===== src/rtl/irq_pkg.sv =====
package irq_pkg;
  // outcome of an acknowledge cycle
  typedef enum logic [1:0] {
    ACK_NONE = 2'd0,
    ACK_DEV  = 2'd1,
    ACK_NMI  = 2'd2,
    ACK_SPUR = 2'd3
  } ack_kind_t;
endpackage


===== src/rtl/irq_sync.sv =====
module irq_sync #(
  parameter int WIDTH  = 9,
  parameter int STAGES = 2
) (
  input  logic             clk,
  input  logic             rst,
  input  logic [WIDTH-1:0] din,
  output logic [WIDTH-1:0] dout
);
  logic [WIDTH-1:0] stg [STAGES];

  for (genvar s = 0; s < STAGES; s++) begin : g_stage
    always_ff @(posedge clk) begin
      if (rst) stg[s] <= '0;
      else if (s == 0) stg[s] <= din;
      else stg[s] <= stg[(s == 0) ? 0 : s-1];
    end
  end

  assign dout = stg[STAGES-1];
endmodule


===== src/rtl/irq_mask_reg.sv =====
module irq_mask_reg #(
  parameter int WIDTH            = 8,
  parameter bit MASK_BIT_ENABLES = 1'b1
) (
  input  logic             clk,
  input  logic             rst,
  input  logic             we,
  input  logic [WIDTH-1:0] wdata,
  output logic [WIDTH-1:0] line_en
);
  localparam logic [WIDTH-1:0] RESET_VAL = MASK_BIT_ENABLES ? '0 : '1;
  logic [WIDTH-1:0] mask_q;

  always_ff @(posedge clk) begin
    if (rst)     mask_q <= RESET_VAL;
    else if (we) mask_q <= wdata;
  end

  if (MASK_BIT_ENABLES) begin : g_pos
    assign line_en = mask_q;
  end else begin : g_neg
    assign line_en = ~mask_q;
  end
endmodule


===== src/rtl/irq_prio_pick.sv =====
module irq_prio_pick #(
  parameter int WIDTH = 8,
  parameter int IDX_W = 3,
  parameter int LVL_W = 4
) (
  input  logic [WIDTH-1:0] active,
  input  logic [LVL_W-1:0] level,
  output logic             hit,
  output logic [IDX_W-1:0] idx
);
  logic [WIDTH-1:0] elig;

  for (genvar i = 0; i < WIDTH; i++) begin : g_gate
    localparam logic [LVL_W-1:0] PRIO = LVL_W'(i + 1);
    assign elig[i] = active[i] && (PRIO > level);
  end

  always_comb begin
    hit = 1'b0;
    idx = '0;
    for (int i = 0; i < WIDTH; i++) begin
      if (elig[i]) begin
        hit = 1'b1;
        idx = IDX_W'(i);
      end
    end
  end
endmodule


===== src/rtl/vec_irq_ctrl.sv =====
module vec_irq_ctrl #(
  parameter int              NUM_SRC          = 8,
  parameter int              VEC_W            = 16,
  parameter int              SYNC_STAGES      = 2,
  parameter bit              MASK_BIT_ENABLES = 1'b1,
  parameter logic [VEC_W-1:0] NMI_VECTOR      = 16'hFFF0,
  localparam int             LVL_W            = $clog2(NUM_SRC + 1),
  localparam int             IDX_W            = (NUM_SRC > 1) ? $clog2(NUM_SRC) : 1
) (
  input  logic               clk,
  input  logic               rst,
  input  logic [NUM_SRC-1:0] irq_req,
  input  logic               nmi_req,
  input  logic               mask_we,
  input  logic [NUM_SRC-1:0] mask_wdata,
  input  logic [VEC_W-1:0]   vec_base,
  input  logic [LVL_W-1:0]   cur_level,
  input  logic               insn_boundary,
  output logic               cpu_irq,
  input  logic               cpu_ack,
  output logic [VEC_W-1:0]   vec_out,
  output logic               vec_valid,
  output logic               spurious,
  output logic [NUM_SRC-1:0] dev_ack,
  output logic               nmi_ack
);
  import irq_pkg::*;

  logic [NUM_SRC:0]   req_s;
  logic [NUM_SRC-1:0] line_en;
  logic [NUM_SRC-1:0] act;
  logic               nmi_s;
  logic               hit;
  logic [IDX_W-1:0]   win_idx;
  logic               pend;
  ack_kind_t          kind;
  logic [NUM_SRC-1:0] dev_ack_d;

  irq_sync #(.WIDTH(NUM_SRC + 1), .STAGES(SYNC_STAGES)) u_sync (
    .clk (clk),
    .rst (rst),
    .din ({nmi_req, irq_req}),
    .dout(req_s)
  );

  irq_mask_reg #(.WIDTH(NUM_SRC), .MASK_BIT_ENABLES(MASK_BIT_ENABLES)) u_mask (
    .clk    (clk),
    .rst    (rst),
    .we     (mask_we),
    .wdata  (mask_wdata),
    .line_en(line_en)
  );

  assign act   = req_s[NUM_SRC-1:0] & line_en;
  assign nmi_s = req_s[NUM_SRC];

  irq_prio_pick #(.WIDTH(NUM_SRC), .IDX_W(IDX_W), .LVL_W(LVL_W)) u_pick (
    .active(act),
    .level (cur_level),
    .hit   (hit),
    .idx   (win_idx)
  );

  assign pend = nmi_s | hit;

  always_comb begin
    if (!cpu_ack)   kind = ACK_NONE;
    else if (nmi_s) kind = ACK_NMI;
    else if (hit)   kind = ACK_DEV;
    else            kind = ACK_SPUR;
  end

  for (genvar i = 0; i < NUM_SRC; i++) begin : g_dack
    assign dev_ack_d[i] = (kind == ACK_DEV) && (win_idx == IDX_W'(i));
  end

  always_ff @(posedge clk) begin
    if (rst) begin
      cpu_irq   <= 1'b0;
      vec_valid <= 1'b0;
      spurious  <= 1'b0;
      nmi_ack   <= 1'b0;
      dev_ack   <= '0;
      vec_out   <= '0;
    end else begin
      cpu_irq   <= insn_boundary & pend & ~cpu_ack;
      vec_valid <= (kind == ACK_DEV) || (kind == ACK_NMI);
      spurious  <= (kind == ACK_SPUR);
      nmi_ack   <= (kind == ACK_NMI);
      dev_ack   <= dev_ack_d;
      if (kind == ACK_NMI)      vec_out <= NMI_VECTOR;
      else if (kind == ACK_DEV) vec_out <= vec_base + (VEC_W'(win_idx) << 2);
    end
  end
endmodule


===== config.mk =====
export PLATFORM = sky130hd
export DESIGN_NAME = vec_irq_ctrl
export DESIGN_NICKNAME = d
export VERILOG_FILES = /design/src/rtl/irq_pkg.sv /design/src/rtl/irq_sync.sv /design/src/rtl/irq_mask_reg.sv /design/src/rtl/irq_prio_pick.sv /design/src/rtl/vec_irq_ctrl.sv
export SDC_FILE = /design/constraint.sdc
export NUM_CORES = 1
export LEC_CHECK = 0
export BUFFER_PORTS_ARGS = -buffer_cell sky130_fd_sc_hd__buf_4
export CAP_MARGIN = 15
export CORE_ASPECT_RATIO = 1.5
export CORE_MARGIN = 4
export CORE_UTILIZATION = 50
export DETAILED_ROUTE_END_ITERATION = 16
export GPL_TIMING_DRIVEN = 0
export HOLD_SLACK_MARGIN = 0.05
export PLACE_DENSITY = 0.84
export SETUP_SLACK_MARGIN = 0.3
export SYNTH_ARGS = -nofsm -noshare
export SYNTH_HDL_FRONTEND = slang
export SYNTH_SLANG_ARGS = --single-unit

===== constraint.sdc =====
create_clock -name clk -period 3.8 [get_ports clk]
set_input_delay 0.57 -clock clk [delete_from_list [all_inputs] [get_ports clk]]
set_output_delay 0.57 -clock clk [all_outputs]
set_load 0.02 [all_outputs]

After elaboration in Yosys (flattened, before gate mapping)
Memories as Yosys holds them, arrays and structs flattened.
Index checks and enable logic that the tools add are counted.
{"block": "totals", "register_bits": 36, "mem_bits_rw": 18, "input_bits": 42, "output_inout_bits": 28, "elab_cells": 80, "memories": 1}
{"name": "u_sync.stg", "depth": 2, "width": 9, "rd": 2, "rd_clocked_by_memory_dff": 0, "write_ports": 2, "line_no": "irq_sync.sv:10", "text": "logic [WIDTH-1:0] stg [STAGES];"}
{"block": "op_classes", "addsub": 1, "order_cmp": 8, "n_eq_ne": 10, "mux": 25, "bitwise_logic": 7, "reduce_logical": 20}
{"operator": "16-bit 2-to-1 mux", "count": 2}
{"operator": "9-bit 2-to-1 mux", "count": 2}
{"operator": "16-bit by 5-bit adder with 16-bit output", "count": 1}
{"operator": "3-bit by 4-bit greater-than comparator with 1-bit output, first input constant", "count": 4}
{"operator": "1-bit logical AND", "count": 16}
{"operator": "3-bit == test, second input constant", "count": 4}
{"operator": "1-bit 2-to-1 mux", "count": 12}
{"operator": "3-bit 2-to-1 mux", "count": 4}
{"operator": "2-bit 2-to-1 mux", "count": 5}
{"operator": "8-bit bitwise AND", "count": 1}
{"operator": "2-bit by 4-bit greater-than comparator with 1-bit output, first input constant", "count": 2}
{"operator": "3-bit by 2-bit == test with 1-bit output, second input constant", "count": 2}
{"operator": "2-bit == test, second input constant", "count": 2}
{"operator": "1-bit by 4-bit greater-than comparator with 1-bit output, first input constant", "count": 1}
{"operator": "4-bit greater-than comparator, first input constant", "count": 1}
{"operator": "3-bit by 1-bit == test with 1-bit output, second input constant", "count": 1}
{"operator": "3-bit logical NOT", "count": 1}
{"operator": "1-bit OR", "count": 3}
{"operator": "1-bit bitwise AND", "count": 2}
{"operator": "2-bit by 1-bit == test with 1-bit output, second input constant", "count": 1}
{"operator": "2-bit nonzero test", "count": 1}
{"operator": "2-bit OR reduction", "count": 1}
{"operator": "1-bit logical OR", "count": 1}
{"operator": "1-bit inverter", "count": 1}

Logic depth before layout (Yosys ltp)
Gate-level depths: netlist of run 1.
An unclocked memory read counts as a cell.
{"block": "depth", "word_depth": 17, "mapped_depth": 11, "ltp_nobuf": 11}

By module
From an unflattened synthesis of run 1, not the netlist that was laid out.
{"block": "unflattened", "hier_cells": 228, "hier_area_um2": 2204.6}
{"mod": "vec_irq_ctrl", "n_inst": 1, "cells_each": 144, "area_each_um2": 1300.0, "seq_area_each_um2": 560.5}
{"mod": "irq_sync", "n_inst": 1, "cells_each": 37, "area_each_um2": 489.2, "seq_area_each_um2": 360.3}
{"mod": "irq_mask_reg", "n_inst": 1, "cells_each": 26, "area_each_um2": 285.3, "seq_area_each_um2": 160.2}
{"mod": "irq_prio_pick", "n_inst": 1, "cells_each": 21, "area_each_um2": 130.1, "seq_area_each_um2": 0.0}

Least setup slack after synthesis of run 1
Ideal clock, no wire load.
{"block": "synth_path", "path_kind": "input to register", "from": "in cur_level[1]", "to": "reg vec_out[8]", "setup_time_ps": 86, "arrival_ps": 2730, "required_ps": 3714, "setup_slack_ps": 983, "path_stages": 11, "n_path_buf": 0, "path_cell_list": "and3_4 or3_2 inv_1 o21ai_0 ha_1 fa_1 a21oi_1 nor2b_1 and3_1 xnor2_1 a221oi_2"}
{"block": "synth_via", "elab_chain_len": 15, "word_cells_on_any_way": 40, "classes_between": "add/sub: 1; order compare: 8; eq/ne: 2; mux: 20; reduce/logical: 9"}
{"item": "start: declaration", "line_no": "vec_irq_ctrl.sv:17", "text": "input logic [LVL_W-1:0] cur_level,"}
{"item": "parallel branches: the longest is 15 deep, another holds 16-bit by 5-bit adder with 16-bit output"}
{"item": "end signal: assignment", "line_no": "vec_irq_ctrl.sv:92", "text": "else if (kind == ACK_DEV) vec_out <= vec_base + (VEC_W'(win_idx) << 2);"}
{"item": "end: declaration", "line_no": "vec_irq_ctrl.sv:21", "text": "output logic [VEC_W-1:0] vec_out,"}
Several ways; the timed one is not identified. The select of a mux whose other input is x is not followed.
A chain may end at the register's enable or synchronous reset.

Worst setup path after layout of run 1
{"block": "layout_path", "from": "reg u_mask.mask_q[2], in the netlist u_mask.line_en[2]", "to": "reg vec_out[12]"}
{"block": "layout_via", "elab_chain_len": 13, "word_cells_on_any_way": 23, "classes_between": "add/sub: 1; eq/ne: 2; mux: 17; bitwise: 1; reduce/logical: 2"}
{"item": "start: declaration", "line_no": "irq_mask_reg.sv:12", "text": "logic [WIDTH-1:0] mask_q;"}
{"item": "start signal: assignment", "line_no": "irq_mask_reg.sv:16", "text": "else if (we) mask_q <= wdata;"}
{"item": "8-bit bitwise AND (*)", "line_no": "vec_irq_ctrl.sv:54", "text": "assign act = req_s[NUM_SRC-1:0] & line_en;"}
{"item": "1-bit logical AND (*)", "line_no": "irq_prio_pick.sv:15", "text": "assign elig[i] = active[i] && (PRIO > level);"}
{"item": "parallel branches: the longest is 11 deep, another holds 16-bit by 5-bit adder with 16-bit output"}
Mark *: on every way between the ends. The select of a mux whose other input is x is not followed.

==> results of run 1 <==
[worst max-delay path by stage]
stage,start,endpoint,cells past startpoint
floorplan,cur_level[1],vec_out[8]$_SDFFE_PP0P_,11
global route,u_mask.line_en[2]$_SDFFE_PP0P_,vec_out[12]$_SDFFE_PP0P_,11
global placement,cur_level[1],vec_out[8]$_SDFFE_PP0P_,12
CTS,u_mask.line_en[2]$_SDFFE_PP0P_,vec_out[12]$_SDFFE_PP0P_,11
finish,u_mask.line_en[2]$_SDFFE_PP0P_,vec_out[12]$_SDFFE_PP0P_,11
detailed placement,cur_level[1],vec_out[8]$_SDFFE_PP0P_,12
[cells by family after synthesis]
group	count (synthesis)	synth area share, %
xor+xnor	12	4.64
compound gates	32	15.3
buf+inv	22	4.41
flops	54	47.7
mux	12	5.30
fa+ha+maj	4	2.54
simple gates	77	20.1
[cells in the mapped netlist, types with 3 or more instances]
cell | n | area [µm²]
nor2_1 | 13 | 48.8
inv_1 | 14 | 52.6
xor2_1 | 7 | 61.3
ha_1 | 3 | 37.5
o21ai_0 | 3 | 15.0
a21oi_1 | 3 | 15.0
a221oi_2 | 10 | 150
nand2_1 | 18 | 67.6
mux2i_1 | 12 | 120
dfxtp_1 | 54 | 1080
nor2b_1 | 20 | 125
nor3_1 | 3 | 15.0
clkbuf_1 | 4 | 15.0
and4_1 | 3 | 26.3
xnor2_1 | 5 | 43.8
[sequential cells by signal (all words and copies together), names as in the netlist]
signal          count
cpu_irq             1
dev_ack             8
u_mask.line_en      8
u_sync.stg         18
vec_valid           1
nmi_ack             1
vec_out            16
spurious            1
[worst register-to-register path: cells and delay by family, from the launching register on]
family	cells	cell delay, ps
fa+ha+maj	2	500
flops	1	330
simple gates	3	640
xor+xnor	1	170
compound gates	5	1140
[per-layer routing]
metal,up-vias,routed length [µm],track usage (%)
met5,-,0,0
met4,0,50,7.18
met3,4,239,2.37
met2,54,2440,30.6
met1,765,1730,18.2
li1,883,-,-
[area by class of cell]
type,count,area [µm²]
well taps,46,57.6
clock buffers,5,68.8
multi-input cells,137,1090
plain buffers,7,41.3
inverters,15,58.8
flip-flops and latches,54,1080
repair buffers,68,510
clock inverters,3,26.3
fillers,356,1390
[power breakdown]
| group | internal [mW] | total [mW] | switching [mW] | leakage (nW) |
|---|---|---|---|---|
| clock network | 0.136 | 0.327 | 0.192 | 0.0491 |
| registers | 0.588 | 0.599 | 0.0108 | 0.442 |
| logic | 0.0708 | 0.136 | 0.0656 | 0.790 |
==> impl_results.md, run 1 <==
* Setup slack after layout at 932 ps
* Die W at 63.0 µm
* Clk sinks at 54
* TritonCTS clock tree: done
* RR Startpoint: u_mask.line_en[2]$_SDFFE_PP0P_
* 1st-pass router iterations at 4
* Overall Global Routing Usage at 16.5%
* Max-cap violations at 0
* CP required at 4020 ps
* Most frequent cells in the layout: buf_4 (68), dfxtp_1 (54), nor2b_1 (20), nand2_1 (18), inv_1 (14)
* Clk pin slew, worst setup/hold paths at 100 ps
* Worst-Skew Late Latency at 300 ps
* Period Utilization, post-route at 75.5%
* Routed wire per std cell at 13.3 µm
* Worst r2r dst: vec_out[12]$_SDFFE_PP0P_
* Vias post-DR at 1,706
* Setup Crit Path Kind: register to register
* Cts bufs inserted at 5
* Htree depth at 2
* Setup_tns at 0 ps
* Synthesized area at 2270 µm²
* Full die area at 5700 µm²
* Resize count post-CTS at 0
* I/O Buffers at 68
* Layout cells sized above 1 at 35.3%
* Seq/Total Area, Yosys at 47.7%
* # DRC at 0
* Worst slew margin at 56.9%
* Total wire length at 4470 µm
* Cells on worst reg2reg path at 11
* Delay-heaviest family, CP: compound AO/OA/AOI/OAI gates
* First-pass GRT wire length at 7530 µm
* P_leak at 1.28 nW
* Critical path endpoint category: register
* Most common cell after layout, fill and taps aside: buf_4
* Ys Warns at 0
* Vias per inst at 5.09
* Core area at 4320 µm²
* Setup violations, final at 0
* Hold_buf cts at 0
* Critical Path Source Type: register
* Max VDD drop at 0.000271 V
* Initial Utilization at 52.5%
* Tmin final at 2870 ps
* Crit-path slowest cell: o21ai_0
* Worst-Margin Slew at 647 ps
* Worst-path maximum fanout at 5
* DR iter-0 viols at 62
* CP bufs+invs at 0
* Cells on Worst Hold Path at 1
* Hold_ws at 444 ps
* Tightest Hold Check Type: register to register
* Dpl ws at 634 ps
* CP arrival at 3090 ps
* Post-layout util at 67.9%
* Final Total Pwr at 1.06 mW
* CTS Buffer Depth at 2
* Max Slew Vio Count at 0
* Distinct cells, synth at 48
* Ant diodes at 0
* Status: finished clean
* Post-synthesis async set-or-reset flop share at 0%
* Syn Area/Cell at 10.6 µm²
* Syn_nets at 259
* Register bit total from synthesis at 54
* Top Ports at 70
* Die Ht at 90.5 µm
* Fin cells at 335
* Hold path start: u_sync.stg[0][5]$_SDFF_PP0_
* Reg-to-reg slack, setup at 930 ps
* Crit-path cells: and2_1 -> o31ai_1 -> a21boi_0 -> o21ai_0 -> ha_1 -> fa_1 -> a21oi_1 -> nor2b_1 -> nand4_1 -> xor2_1 -> a221oi_2
* Placed cells at 327
* Antenna violations before repair at 0
* Number of global-route vias before repair at 1,683
* Synth Instances at 213
* Synth-to-Final Area Change at 29.2%
* Root buf cell: clkbuf_8
* Detailed placer's ending HPWL at 3550 µm
* Post-CTS Setup Bufs at 0
* Placement Rows at 29
* Fmax at 349 MHz
* Unrepaired setup endpoints after global routing: no
* Skew final at 9.95 ps
* Fin nets at 334
* Total global routing overflow at 0
* Ys flop type: dfxtp_1
* Cell Area, Placed at 2840 µm²
* EDFF count, synth at 0
* Final instance area at 2930 µm²
* Fin. Hold Viols at 0
* Routability cong. at 0.880
* End of the worst hold path: u_sync.stg[1][5]$_SDFF_PP0_
* Antenna Nets Post-Route at 0
* CP max stage delay at 400 ps
* PwrDens at 363 nW/µm²
* Largest net degree at the start of global routing at 20
Power figures use the tool's default switching activity.
==> run 2: changes to the inputs <==
--- a/config.mk
+++ b/config.mk
@@ -9,11 +9,11 @@
 export CAP_MARGIN = 15
 export CORE_ASPECT_RATIO = 1.5
 export CORE_MARGIN = 4
-export CORE_UTILIZATION = 50
+export CORE_UTILIZATION = 45
 export DETAILED_ROUTE_END_ITERATION = 16
 export GPL_TIMING_DRIVEN = 0
 export HOLD_SLACK_MARGIN = 0.05
-export PLACE_DENSITY = 0.84
+export PLACE_DENSITY = 0.8
 export SETUP_SLACK_MARGIN = 0.3
 export SYNTH_ARGS = -nofsm -noshare
 export SYNTH_HDL_FRONTEND = slang
==> constraint.sdc (replaced) <==
create_clock -name clk -period 2.3 [get_ports clk]
set_input_delay 0.345 -clock clk [delete_from_list [all_inputs] [get_ports clk]]
set_output_delay 0.345 -clock clk [all_outputs]
set_load 0.02 [all_outputs]
==> impl_results.md, run 2 (same netlist as run 1, synthesis figures left out) <==
* Status: finished clean
* Most common cell after layout, fill and taps aside: buf_4
* Cts bufs inserted at 5 (unchanged)
* Placement Rows at 31 (+6.9%)
* Routed wire per std cell at 14.4 µm (+7.9%)
* CP arrival at 2520 ps (-570 ps)
* Biggest register: u_sync.stg
* Post-layout util at 67.3% (-0.59 points)
* Core area at 4850 µm² (+12%)
* I/O Buffers at 68 (unchanged)
* Fin. Hold Viols at 0 (unchanged)
* Total wire length at 5340 µm (+20%)
* Max-cap violations at 0 (unchanged)
* Tmin final at 2300 ps (-571 ps)
* Vias per inst at 5.00 (-1.9%)
* CTS Buffer Depth at 2 (unchanged)
* TritonCTS clock tree: done
* Worst-path maximum fanout at 5 (unchanged)
* CP required at 2520 ps (-1500 ps)
* Storage cell area at 1090 µm² (+1.0%)
* Skew final at 11.4 ps (+1.49 ps)
* Critical path endpoint category: register
* Root buf cell: clkbuf_8
* Most frequent cells in the layout: buf_4 (84), dfxtp_1 (47), nor2b_1 (19), nand2_1 (15), nor2_1 (13)
* Antenna violations before repair at 0 (unchanged)
* Fmax at 435 MHz (+25%)
* Tightest Hold Check Type: input port to register
* Die W at 66.0 µm (+4.7%)
* 1st-pass router iterations at 4 (unchanged)
* Period Utilization, post-route at 99.9% (+24 points)
* Top Ports at 70 (unchanged)
* Die Ht at 94.9 µm (+4.9%)
* Max reg flops at 18 (unchanged)
* Layout cells sized above 1 at 48.5% (+13 points)
* Setup Crit Path Kind: register to register
* Unrepaired setup endpoints after global routing: yes
* Final Total Pwr at 1.80 mW (+70%)
* Ant diodes at 0 (unchanged)
* Fillers at 397 (+12%)
* Setup violations, final at 0 (unchanged)
* P_leak at 1.40 nW (+9.0%)
* Max Slew Vio Count at 0 (unchanged)
* Worst-Skew Late Latency at 310 ps (about the same)
* First-pass GRT wire length at 8050 µm (+6.8%)
* Worst-Margin Slew at 646 ps (-0.446 ps)
* # DRC at 0 (unchanged)
* Fin nets at 350 (+4.8%)
* Overall Global Routing Usage at 16.8% (+0.26 points)
* Final instance area at 3260 µm² (+11%)
* Cell Area, Placed at 2900 µm² (+2.3%)
* Multi-input gate area at 1260 µm² (+16%)
* Max VDD drop at 0.000434 V (+60%)
* Detailed placer's ending HPWL at 3730 µm (+5.3%)
* Clk pin slew, worst setup/hold paths at 100 ps (about the same)
* Vias post-DR at 1,854 (+8.7%)
* Full die area at 6260 µm² (+9.9%)
* Initial Utilization at 46.8% (-5.7 points)
* Largest net degree at the start of global routing at 20 (unchanged)
* Htree depth at 2 (unchanged)
* Setup_tns at 0 ps (unchanged)
* Worst slew margin at 56.9% (about the same)
* Critical Path Source Type: register
* PwrDens at 553 nW/µm² (+52%)
* Synth-to-Final Area Change at 43.9%
* Antenna Nets Post-Route at 0 (unchanged)
* Total global routing overflow at 0 (unchanged)
* Biggest regs: u_sync.stg (18), vec_out (16)
* Routability cong. at 0.834 (-5.2%)
* Number of global-route vias before repair at 1,793 (+6.5%)
* Clk sinks at 54 (unchanged)
* DR iter-0 viols at 96 (+55%)
run 2: cell count changes in the layout (fill, tap and decap cells not counted), moves of 3 or more:
cell     before  now
buf_4        68   84
dfxtp_1      54   47
dfxtp_2       0    6
ha_1          3    0
nand2_1      18   15
run 2: cell type report:
type | count | area share (%)
sequential | 54 | 33.5
inverter | 15 | 1.88
buffer | 7 | 1.27
tap | 66 | 2.53
timing repair buffer | 84 | 19.3
multi-input combinational | 137 | 38.5
clock buffer | 5 | 2.11
clock inverter | 3 | 0.882
run 2: final timing paths:
kind                                  start                          end  slack [ps]  depth (start not counted)
max          u_mask.line_en[6]$_SDFFE_PP0P_      vec_out[8]$_SDFFE_PP0P_           2                         11
min                              irq_req[3]  u_sync.stg[0][3]$_SDFF_PP0_         240                          2
max reg2reg  u_mask.line_en[6]$_SDFFE_PP0P_      vec_out[8]$_SDFFE_PP0P_           2                         11
min reg2reg     u_sync.stg[0][8]$_SDFF_PP0_  u_sync.stg[1][8]$_SDFF_PP0_         440                          1
run 2: repair_timing:
item,CTS,global route
setup buffers,10,6
setup endpoints to repair,13,12
hold buffers,0,0
gates resized for setup,24,9
pin swaps,31,14
run 2: stage by stage:
stage                     hold slack [ps]  cells  setup slack [ps]
after detailed placement              426    347              -438
after CTS                             235    365            -0.745
after global placement                420    347              -364
after global routing                  235    371             -57.2
final                                 242    371              2.38
after floorplan                       414    213             -46.6
run 2: power breakdown:
| group | internal [mW] | total, mW | switching, mW |
|---|---|---|---|
| sequential | 0.973 | 0.993 | 0.0201 |
| combinational | 0.131 | 0.254 | 0.122 |
| clock | 0.228 | 0.557 | 0.329 |
| total | 1.33 | 1.80 | 0.471 |
run 2: per-layer routing:
layer	global-route usage, %	up-vias	routed length, µm
li1	-	918	-
met1	17.6	876	1940
met2	32.2	56	3100
met3	2.74	4	228
met4	6.78	0	71
met5	0	-	0
run 2: critical path, cell delays in order (launching register included):
cell	delay, ps
dfxtp_2	360
nand2_4	60
or3_4	350
inv_4	70
o21ai_4	70
ha_4	170
fa_2	350
a21oi_2	180
nor2b_4	80
and3_4	180
xnor2_2	130
a221oi_2	210
